===== config.mk =====
export PLATFORM = sky130hd
export DESIGN_NAME = dma_ch
export DESIGN_NICKNAME = d
export VERILOG_FILES = /design/src/rtl/dma_ch_pkg.sv /design/src/rtl/dma_ch_regs.sv /design/src/rtl/dma_addr_side.sv /design/src/rtl/dma_ch_ctrl.sv /design/src/rtl/dma_ch.sv
export SDC_FILE = /design/constraint.sdc
export NUM_CORES = 1
export LEC_CHECK = 0
export BUFFER_PORTS_ARGS = -buffer_cell sky130_fd_sc_hd__buf_2
export CAP_MARGIN = 40
export CORE_UTILIZATION = 45
export CTS_CLUSTER_SIZE = 40
export DETAILED_ROUTE_END_ITERATION = 10
export GPL_TIMING_DRIVEN = 0
export HOLD_SLACK_MARGIN = 0.05
export MAX_ROUTING_LAYER = met4
export PLACE_DENSITY = 0.72
export SYNTH_ARGS = -nofsm -noshare
export SYNTH_HDL_FRONTEND = slang
export SYNTH_SLANG_ARGS = --single-unit

===== constraint.sdc =====
create_clock -name clk_i -period 4.2 [get_ports clk_i]
set_input_delay 0.84 -clock clk_i [delete_from_list [all_inputs] [get_ports clk_i]]
set_output_delay 0.84 -clock clk_i [all_outputs]
set_load 0.005 [all_outputs]

===== src/rtl/dma_ch_pkg.sv =====
package dma_ch_pkg;
  typedef enum logic [1:0] {ST_IDLE, ST_ARMED, ST_RD, ST_WR} ch_state_e;

  localparam logic [3:0] REG_CTRL  = 4'd0;
  localparam logic [3:0] REG_MODE  = 4'd1;
  localparam logic [3:0] REG_BSIZE = 4'd2;
  localparam logic [3:0] REG_TSIZE = 4'd3;
  localparam int REG_BSTEP  = 4;   // +side
  localparam int REG_TSTEP  = 6;
  localparam int REG_WSIZE  = 8;
  localparam int REG_WSTEP  = 10;
  localparam int REG_SHADOW = 12;  // +2*side: begin, +1: current

  localparam int CTRL_RUN  = 0;
  localparam int CTRL_HRST = 1;
  localparam int CTRL_PCLR = 2;
  localparam int CTRL_OCLR = 3;

  typedef struct packed {
    logic ovf_ie;   // bit 6
    logic at_end;   // bit 5
    logic irq_en;   // bit 4
    logic wide;     // bit 3
    logic cont;     // bit 2
    logic oneshot;  // bit 1
    logic trig_en;  // bit 0
  } mode_t;
endpackage


===== src/rtl/dma_ch_regs.sv =====
module dma_ch_regs
  import dma_ch_pkg::*;
#(
  parameter int ADDR_W = 22,
  parameter int CNT_W  = 16,
  parameter int STEP_W = 16
) (
  input  logic                        clk_i,
  input  logic                        rst_ni,
  input  logic                        we_i,
  input  logic [3:0]                  addr_i,
  input  logic [31:0]                 wdata_i,
  output logic                        run_set_o,
  output logic                        hard_rst_o,
  output logic                        pend_clr_o,
  output logic                        ovf_clr_o,
  output mode_t                       mode_o,
  output logic [CNT_W-1:0]            bsize_o,
  output logic [CNT_W-1:0]            tsize_o,
  output logic [1:0][STEP_W-1:0]      bstep_o,
  output logic [1:0][STEP_W-1:0]      tstep_o,
  output logic [1:0][STEP_W-1:0]      wstep_o,
  output logic [1:0][CNT_W-1:0]       wsize_o,
  output logic [1:0][ADDR_W-1:0]      sh_beg_o,
  output logic [1:0][ADDR_W-1:0]      sh_addr_o
);
  logic ctrl_hit;
  logic unused_wdata;
  assign unused_wdata = ^wdata_i;
  assign ctrl_hit   = we_i && addr_i == REG_CTRL;
  assign run_set_o  = ctrl_hit && wdata_i[CTRL_RUN];
  assign hard_rst_o = ctrl_hit && wdata_i[CTRL_HRST];
  assign pend_clr_o = ctrl_hit && wdata_i[CTRL_PCLR];
  assign ovf_clr_o  = ctrl_hit && wdata_i[CTRL_OCLR];

  always_ff @(posedge clk_i or negedge rst_ni) begin
    if (!rst_ni) begin
      mode_o    <= '0;
      bsize_o   <= '0;
      tsize_o   <= '0;
      bstep_o   <= '0;
      tstep_o   <= '0;
      wstep_o   <= '0;
      wsize_o   <= '0;
      sh_beg_o  <= '0;
      sh_addr_o <= '0;
    end else if (we_i) begin
      if (addr_i == REG_MODE)  mode_o  <= mode_t'(wdata_i[6:0]);
      if (addr_i == REG_BSIZE) bsize_o <= wdata_i[CNT_W-1:0];
      if (addr_i == REG_TSIZE) tsize_o <= wdata_i[CNT_W-1:0];
      for (int s = 0; s < 2; s++) begin
        if (addr_i == 4'(REG_BSTEP + s))      bstep_o[s]   <= wdata_i[STEP_W-1:0];
        if (addr_i == 4'(REG_TSTEP + s))      tstep_o[s]   <= wdata_i[STEP_W-1:0];
        if (addr_i == 4'(REG_WSIZE + s))      wsize_o[s]   <= wdata_i[CNT_W-1:0];
        if (addr_i == 4'(REG_WSTEP + s))      wstep_o[s]   <= wdata_i[STEP_W-1:0];
        if (addr_i == 4'(REG_SHADOW + 2*s))   sh_beg_o[s]  <= wdata_i[ADDR_W-1:0];
        if (addr_i == 4'(REG_SHADOW + 2*s+1)) sh_addr_o[s] <= wdata_i[ADDR_W-1:0];
      end
    end
  end
endmodule


===== src/rtl/dma_addr_side.sv =====
module dma_addr_side #(
  parameter int ADDR_W = 22,
  parameter int CNT_W  = 16,
  parameter int STEP_W = 16
) (
  input  logic              clk_i,
  input  logic              rst_ni,
  input  logic              clr_i,
  input  logic              load_i,
  input  logic              word_step_i,
  input  logic              burst_end_i,
  input  logic [ADDR_W-1:0] sh_beg_i,
  input  logic [ADDR_W-1:0] sh_addr_i,
  input  logic [STEP_W-1:0] bstep_i,
  input  logic [STEP_W-1:0] tstep_i,
  input  logic [STEP_W-1:0] wstep_i,
  input  logic [CNT_W-1:0]  wsize_i,
  output logic [ADDR_W-1:0] addr_o
);
  logic [ADDR_W-1:0] base_q, wrap_addr;
  logic [CNT_W-1:0]  wcnt_q;

  // size casts of signed values sign-extend
  assign wrap_addr = base_q + ADDR_W'($signed(wstep_i));

  always_ff @(posedge clk_i or negedge rst_ni) begin
    if (!rst_ni) begin
      addr_o <= '0;
      base_q <= '0;
      wcnt_q <= '0;
    end else if (clr_i) begin
      addr_o <= '0;
      base_q <= '0;
      wcnt_q <= '0;
    end else if (load_i) begin
      addr_o <= sh_addr_i;
      base_q <= sh_beg_i;
      wcnt_q <= wsize_i;
    end else if (word_step_i) begin
      addr_o <= addr_o + ADDR_W'($signed(bstep_i));
    end else if (burst_end_i) begin
      if (wcnt_q == '0) begin
        addr_o <= wrap_addr;
        base_q <= wrap_addr;
        wcnt_q <= wsize_i;
      end else begin
        addr_o <= addr_o + ADDR_W'($signed(tstep_i));
        wcnt_q <= wcnt_q - 1'b1;
      end
    end
  end
endmodule


===== src/rtl/dma_ch_ctrl.sv =====
module dma_ch_ctrl
  import dma_ch_pkg::*;
#(
  parameter int CNT_W = 16
) (
  input  logic             clk_i,
  input  logic             rst_ni,
  input  logic             hard_rst_i,
  input  logic             run_set_i,
  input  logic             pend_clr_i,
  input  logic             ovf_clr_i,
  input  logic             trig_i,
  input  mode_t            mode_i,
  input  logic [CNT_W-1:0] bsize_i,
  input  logic [CNT_W-1:0] tsize_i,
  output logic             load_o,
  output logic             word_step_o,
  output logic             burst_end_o,
  output logic             rd_o,
  output logic             wr_o,
  output logic             run_o,
  output logic             ovf_o,
  output logic             irq_o
);
  ch_state_e        state_q;
  logic             pend_q, in_xfer_q;
  logic [CNT_W-1:0] bcnt_q, tcnt_q;
  logic             consume, trig_hit;

  assign trig_hit    = trig_i && mode_i.trig_en;
  assign consume     = state_q == ST_ARMED && pend_q;
  assign load_o      = consume && !in_xfer_q;
  assign rd_o        = state_q == ST_RD;
  assign wr_o        = state_q == ST_WR;
  assign word_step_o = wr_o && bcnt_q != '0;
  assign burst_end_o = wr_o && bcnt_q == '0;

  always_ff @(posedge clk_i or negedge rst_ni) begin
    if (!rst_ni) begin
      state_q <= ST_IDLE; pend_q <= 1'b0; ovf_o <= 1'b0; run_o <= 1'b0;
      in_xfer_q <= 1'b0; irq_o <= 1'b0; bcnt_q <= '0; tcnt_q <= '0;
    end else if (hard_rst_i) begin
      state_q <= ST_IDLE; pend_q <= 1'b0; ovf_o <= 1'b0; run_o <= 1'b0;
      in_xfer_q <= 1'b0; irq_o <= 1'b0; bcnt_q <= '0; tcnt_q <= '0;
    end else begin
      irq_o <= 1'b0;
      if (pend_clr_i)   pend_q <= 1'b0;
      else if (trig_hit) pend_q <= 1'b1;
      else if (consume)  pend_q <= 1'b0;
      if (ovf_clr_i)                          ovf_o <= 1'b0;
      else if (trig_hit && pend_q && !consume) ovf_o <= 1'b1;

      unique case (state_q)
        ST_IDLE: if (run_set_i) begin
          run_o   <= 1'b1;
          state_q <= ST_ARMED;
        end
        ST_ARMED: if (pend_q) begin
          if (!in_xfer_q) begin
            in_xfer_q <= 1'b1;
            bcnt_q    <= bsize_i;
            tcnt_q    <= tsize_i;
            irq_o     <= mode_i.irq_en && !mode_i.at_end;
          end
          state_q <= ST_RD;
        end
        ST_RD: state_q <= ST_WR;
        ST_WR: begin
          if (bcnt_q != '0) begin
            bcnt_q  <= bcnt_q - 1'b1;
            state_q <= ST_RD;
          end else begin
            bcnt_q <= bsize_i;
            if (tcnt_q != '0) begin
              tcnt_q  <= tcnt_q - 1'b1;
              state_q <= mode_i.oneshot ? ST_RD : ST_ARMED;
            end else begin
              in_xfer_q <= 1'b0;
              irq_o     <= mode_i.irq_en && mode_i.at_end;
              if (mode_i.cont) state_q <= ST_ARMED;
              else begin
                run_o   <= 1'b0;
                state_q <= ST_IDLE;
              end
            end
          end
        end
        default: state_q <= ST_IDLE;
      endcase
    end
  end
endmodule


===== src/rtl/dma_ch.sv =====
module dma_ch
  import dma_ch_pkg::*;
#(
  parameter int ADDR_W = 22,
  parameter int CNT_W  = 16,
  parameter int STEP_W = 16,
  parameter int DATA_W = 32
) (
  input  logic              clk_i,
  input  logic              rst_ni,
  input  logic              reg_we_i,
  input  logic [3:0]        reg_addr_i,
  input  logic [31:0]       reg_wdata_i,
  input  logic              trig_i,
  output logic              bus_rd_o,
  output logic              bus_wr_o,
  output logic [ADDR_W-1:0] bus_addr_o,
  output logic              bus_wide_o,
  input  logic [DATA_W-1:0] bus_rdata_i,
  output logic [DATA_W-1:0] bus_wdata_o,
  output logic              run_o,
  output logic              ovf_o,
  output logic              irq_o,
  output logic              ovf_irq_o
);
  localparam int SRC = 0;
  localparam int DST = 1;

  logic run_set, hard_rst, pend_clr, ovf_clr;
  mode_t mode;
  logic [CNT_W-1:0] bsize, tsize;
  logic [1:0][STEP_W-1:0] bstep, tstep, wstep;
  logic [1:0][CNT_W-1:0]  wsize;
  logic [1:0][ADDR_W-1:0] sh_beg, sh_addr, side_addr;
  logic load, word_step, burst_end;
  logic [DATA_W-1:0] data_q;

  dma_ch_regs #(.ADDR_W(ADDR_W), .CNT_W(CNT_W), .STEP_W(STEP_W)) u_regs (
    .clk_i, .rst_ni, .we_i(reg_we_i), .addr_i(reg_addr_i), .wdata_i(reg_wdata_i),
    .run_set_o(run_set), .hard_rst_o(hard_rst), .pend_clr_o(pend_clr),
    .ovf_clr_o(ovf_clr), .mode_o(mode), .bsize_o(bsize), .tsize_o(tsize),
    .bstep_o(bstep), .tstep_o(tstep), .wstep_o(wstep), .wsize_o(wsize),
    .sh_beg_o(sh_beg), .sh_addr_o(sh_addr)
  );

  dma_ch_ctrl #(.CNT_W(CNT_W)) u_ctrl (
    .clk_i, .rst_ni, .hard_rst_i(hard_rst), .run_set_i(run_set),
    .pend_clr_i(pend_clr), .ovf_clr_i(ovf_clr), .trig_i, .mode_i(mode),
    .bsize_i(bsize), .tsize_i(tsize), .load_o(load), .word_step_o(word_step),
    .burst_end_o(burst_end), .rd_o(bus_rd_o), .wr_o(bus_wr_o), .run_o,
    .ovf_o, .irq_o
  );

  for (genvar s = 0; s < 2; s++) begin : g_side
    dma_addr_side #(.ADDR_W(ADDR_W), .CNT_W(CNT_W), .STEP_W(STEP_W)) u_side (
      .clk_i, .rst_ni, .clr_i(hard_rst), .load_i(load), .word_step_i(word_step),
      .burst_end_i(burst_end), .sh_beg_i(sh_beg[s]), .sh_addr_i(sh_addr[s]),
      .bstep_i(bstep[s]), .tstep_i(tstep[s]), .wstep_i(wstep[s]),
      .wsize_i(wsize[s]), .addr_o(side_addr[s])
    );
  end

  always_ff @(posedge clk_i or negedge rst_ni) begin
    if (!rst_ni)       data_q <= '0;
    else if (bus_rd_o) data_q <= bus_rdata_i;
  end

  assign bus_addr_o  = bus_wr_o ? side_addr[DST] : side_addr[SRC];
  assign bus_wdata_o = data_q;
  assign bus_wide_o  = mode.wide;
  assign ovf_irq_o   = ovf_o && mode.ovf_ie;
endmodule


==> impl_metrics.csv <==
group,metric,value,unit
run_status,status,"finished, final reports clean",
finish,layout-drive-gt1-share,20.56,%
placement,io_buffers,122,
synthesis,yosysWarnings,0,
route,vias,22650,
synthesis,syn_area,25920,sq um
route,wirelength,91770,microns
synthesis,synth_top_family_by_area,"compound AO/OA/AOI/OAI gates",
finish,finish.utilization,52.84,%
route,top_layer,"met4",
critical_path,crit_type,"reg -> out",
critical_path,path_max_fanout,10,
clocking,cts_root_buffer,"clkbuf_16",
floorplan,fp.coreArea,56600,sq um
finish,fillers,5077,
floorplan,die_w,242,microns
synthesis,synth_largest_area_cell,"dfrtp_1",
grt,grt_pass1_wl,138400,microns
timing,max_slew_margin,35.40,%
floorplan,initial_core_util,45.79,%
clocking,cts-htree-levels,2,
grt,grt_max_degree,122,
power,peakVddDrop,389.1,uV
power,internal-power,0.01235,W
finish,area_growth,15.39,%
placement,dp.cells,3556,
floorplan,rows,87,
route,vias_per_cell,6.202,
critical_path,cp-end-kind,"output pin",
clocking,cts_tree,"built",
grt,overflow,0,
synthesis,synth.top_cell.area_share,43.06,%
route,drt_iter0_markers,2565,
finish,final_cell_mix,"446 x dfrtp_1, 291 x mux2_2, 234 x o21ai_0, 227 x a21oi_1, 218 x nand2_1",
timing,rsz0062_at_grt,"no",
finish,design_area,29910,sq um
floorplan,io_pins,133,
route,first_pass_iters,5,
critical_path,worstPathArrival,3.24,ns
timing,fmax,245.4,MHz
clocking,clkTransAtPathRegs,0.07,ns
timing,tns,0,ns
synthesis,async_reset_ff_share,100.0,%
power,switchingPower,0.008537,W
critical_path,rrSetupSlack,0.25,ns
route,met3_length,8016,microns
timing,worst_pin_slew,0.9689,ns
synthesis,netlist_instances,2636,
power,combinationalPowerShare,45.7,%
synthesis,synth-edff-count,0,
power,power_leakage,13.42,nW
route,drcViolationCount,0,
grt,grt_usage,32.05,%
synthesis,yosysSeqAreaShare,43.06,%
critical_path,startpoint_type,"flip-flop",
timing,fin_skew,0.02043,ns
clocking,clk_latency,0.62,ns
run,maxCapViolations,0,
finish,regArea,11160,sq um
route,drtAntennaViolNets,0,
timing,report.final.slew_viol_count,0,
synthesis,synth_adder_area_share,6.932,%
power,swShare,40.86,%
synthesis,synth_ff_type,"dfrtp_1",
synthesis,synth_cell_types,77,
finish,multiInputGateArea,14040,sq um
grt,antenna_found_initial,2,
power,pwr_density_cell,698.5,nW/um^2
route,drt-met1-wl,38020,microns
synthesis,synth.top_cells.by_area,"dfrtp_1 43%, mux2_2 13%, ha_1 6.5%",
clocking,cts_made_buffers,50,
synthesis,synth-compound-area-share,17.32,%
synthesis,syn_area_per_cell,9.833,sq um
power,seqPwrFrac,31.2,%
route,wl_per_cell,25.13,microns
placement,placed_cell_area,28040,sq um
finish,layout.cells.non_filler,3652,
synthesis,synth_nets,2848,
synthesis,synth_xor_area_share,4.190,%
timing,setup_violations,0,
clocking,cts_buffer_depth,3,
clocking,cts_sinks,446,
placement,place_hpwl,68840,microns
synthesis,yosys_register_bits,446,
power,clkPwrFrac,23.1,%
finish,final_common_cell,"dfrtp_1",
floorplan,die_area,58560,sq um
timing,finalCritPeriodShare,97.03,%
worst_hold_path,hp-class,"in -> async",
finish,nNetsFinal,3066,
synthesis,yosys.area_share.simple,12.12,%
timing,holdWs,0.3054,ns
placement,gp_congestion,1.009,
grt,grt_pass1_vias,22220,
route,route.met2.wl,40630,microns
critical_path,required,3.36,ns
floorplan,die_h,242,microns
timing,hold_violations,0,
synthesis,synth_mux_area_share,13.53,%
timing,period_needed,4.075,ns
==> final timing paths <==
kind	from	end	depth (start not counted)
max reg2reg	u_ctrl.bcnt_q[6]	g_side[0].u_side.base_q[3]	9
min	rst_ni	bus_wdata_o[29]	1
min in group clk_i	bus_rdata_i[15]	bus_wdata_o[15]	2
min reg2reg	g_side[1].u_side.wcnt_q[14]	g_side[1].u_side.wcnt_q[14]	2
max	u_ctrl.state_q[1]	bus_addr_o[9]	8
max in group asynchronous	rst_ni	u_regs.wstep_o[8]	3
==> cell usage after synthesis (9+ instances only) <==
cell        n
nand2b_1   15
o22ai_1    10
nand2_1   219
nor4_1     24
buf_1      12
nor3_1     63
o21ai_0   234
o211ai_1   35
mux2_2    291
a211oi_1   27
xor2_1     54
dfrtp_1   446
buf_2      13
inv_1      56
nor2b_1    18
a22o_1     22
xnor2_1    70
a21oi_1   227
nor2_1    205
a221oi_1    9
nand3_1    34
a31oi_1    33
or3_1      23
clkbuf_1  111
ha_1      134
o21a_1     19
and3_1     19
o21bai_1    9
o31ai_1     9
a21o_1     47
mux2i_1    23
==> through the flow <==
stage / power (W) / setup WS, ns
floorplan: 0.01260 / 1.234
global placement: 0.01538 / -6.702
detailed placement: 0.01583 / -0.5564
CTS: 0.02072 / 0.03083
global route: 0.02207 / 0.02313
finish: 0.02089 / 0.1246
==> cell families after synthesis <==
family,Yosys count
buffers and inverters,192
AO/OA/AOI/OAI,743
adder cells (fa/ha/maj),140
AND/OR/NAND/NOR,677
flip-flops,446
XOR/XNOR,124
multiplexers,314
==> layout make-up <==
cell class	instances	area share, %
multi-input cells	1998	46.94
clock buffers	68	4.777
plain buffers	134	1.774
clock inverters	24	1.288
inverters	56	0.7028
repair buffers	168	4.020
flip-flops and latches	446	37.31
well taps	756	3.163
diodes	2	0.01673
==> state kept, by name (all words and copies together) (netlist names), 32 cells and up <==
name and count:
g_side.u_side.addr_o 44, g_side.u_side.base_q 44, u_regs.sh_addr_o 44, u_regs.sh_beg_o 44
bus_wdata_o 32, g_side.u_side.wcnt_q 32, u_regs.bstep_o 32, u_regs.tstep_o 32
u_regs.wsize_o 32, u_regs.wstep_o 32
==> critical path: stages (launching register included) <==
cell and delay (ns):
dfrtp_1 0.45, ha_1 0.37, buf_2 0.39, clkbuf_4 0.35, clkbuf_2 0.27, buf_2 0.34
nand2_1 0.08, nand2_1 0.18, buf_2 0.16
==> timing repair <==
action / CTS / global route
setup buffers: 3 / 0
endpoints found under the setup margin: 77 / 13
pin swaps: 1 / 0
hold buffers: 0 / 0
resized for setup: 9 / 4
==> metal layers <==
layer | track usage [%] | up-vias
li1 | - | 10020
met1 | 42.27 | 11230
met2 | 48.02 | 1114
met3 | 5.461 | 290
met4 | 15.02 | 0
met5 | - | -
==> power by group through the flow <==
stage,sequential [W],combinational (W),clock [W]
finish,0.00653,0.00954,0.00483
global route,0.00666,0.0104,0.00505
CTS,0.00650,0.00935,0.00488
detailed placement,0.00656,0.00927,0
global placement,0.00650,0.00888,0
floorplan,0.00624,0.00636,0
(Power assumes the default switching activity.)
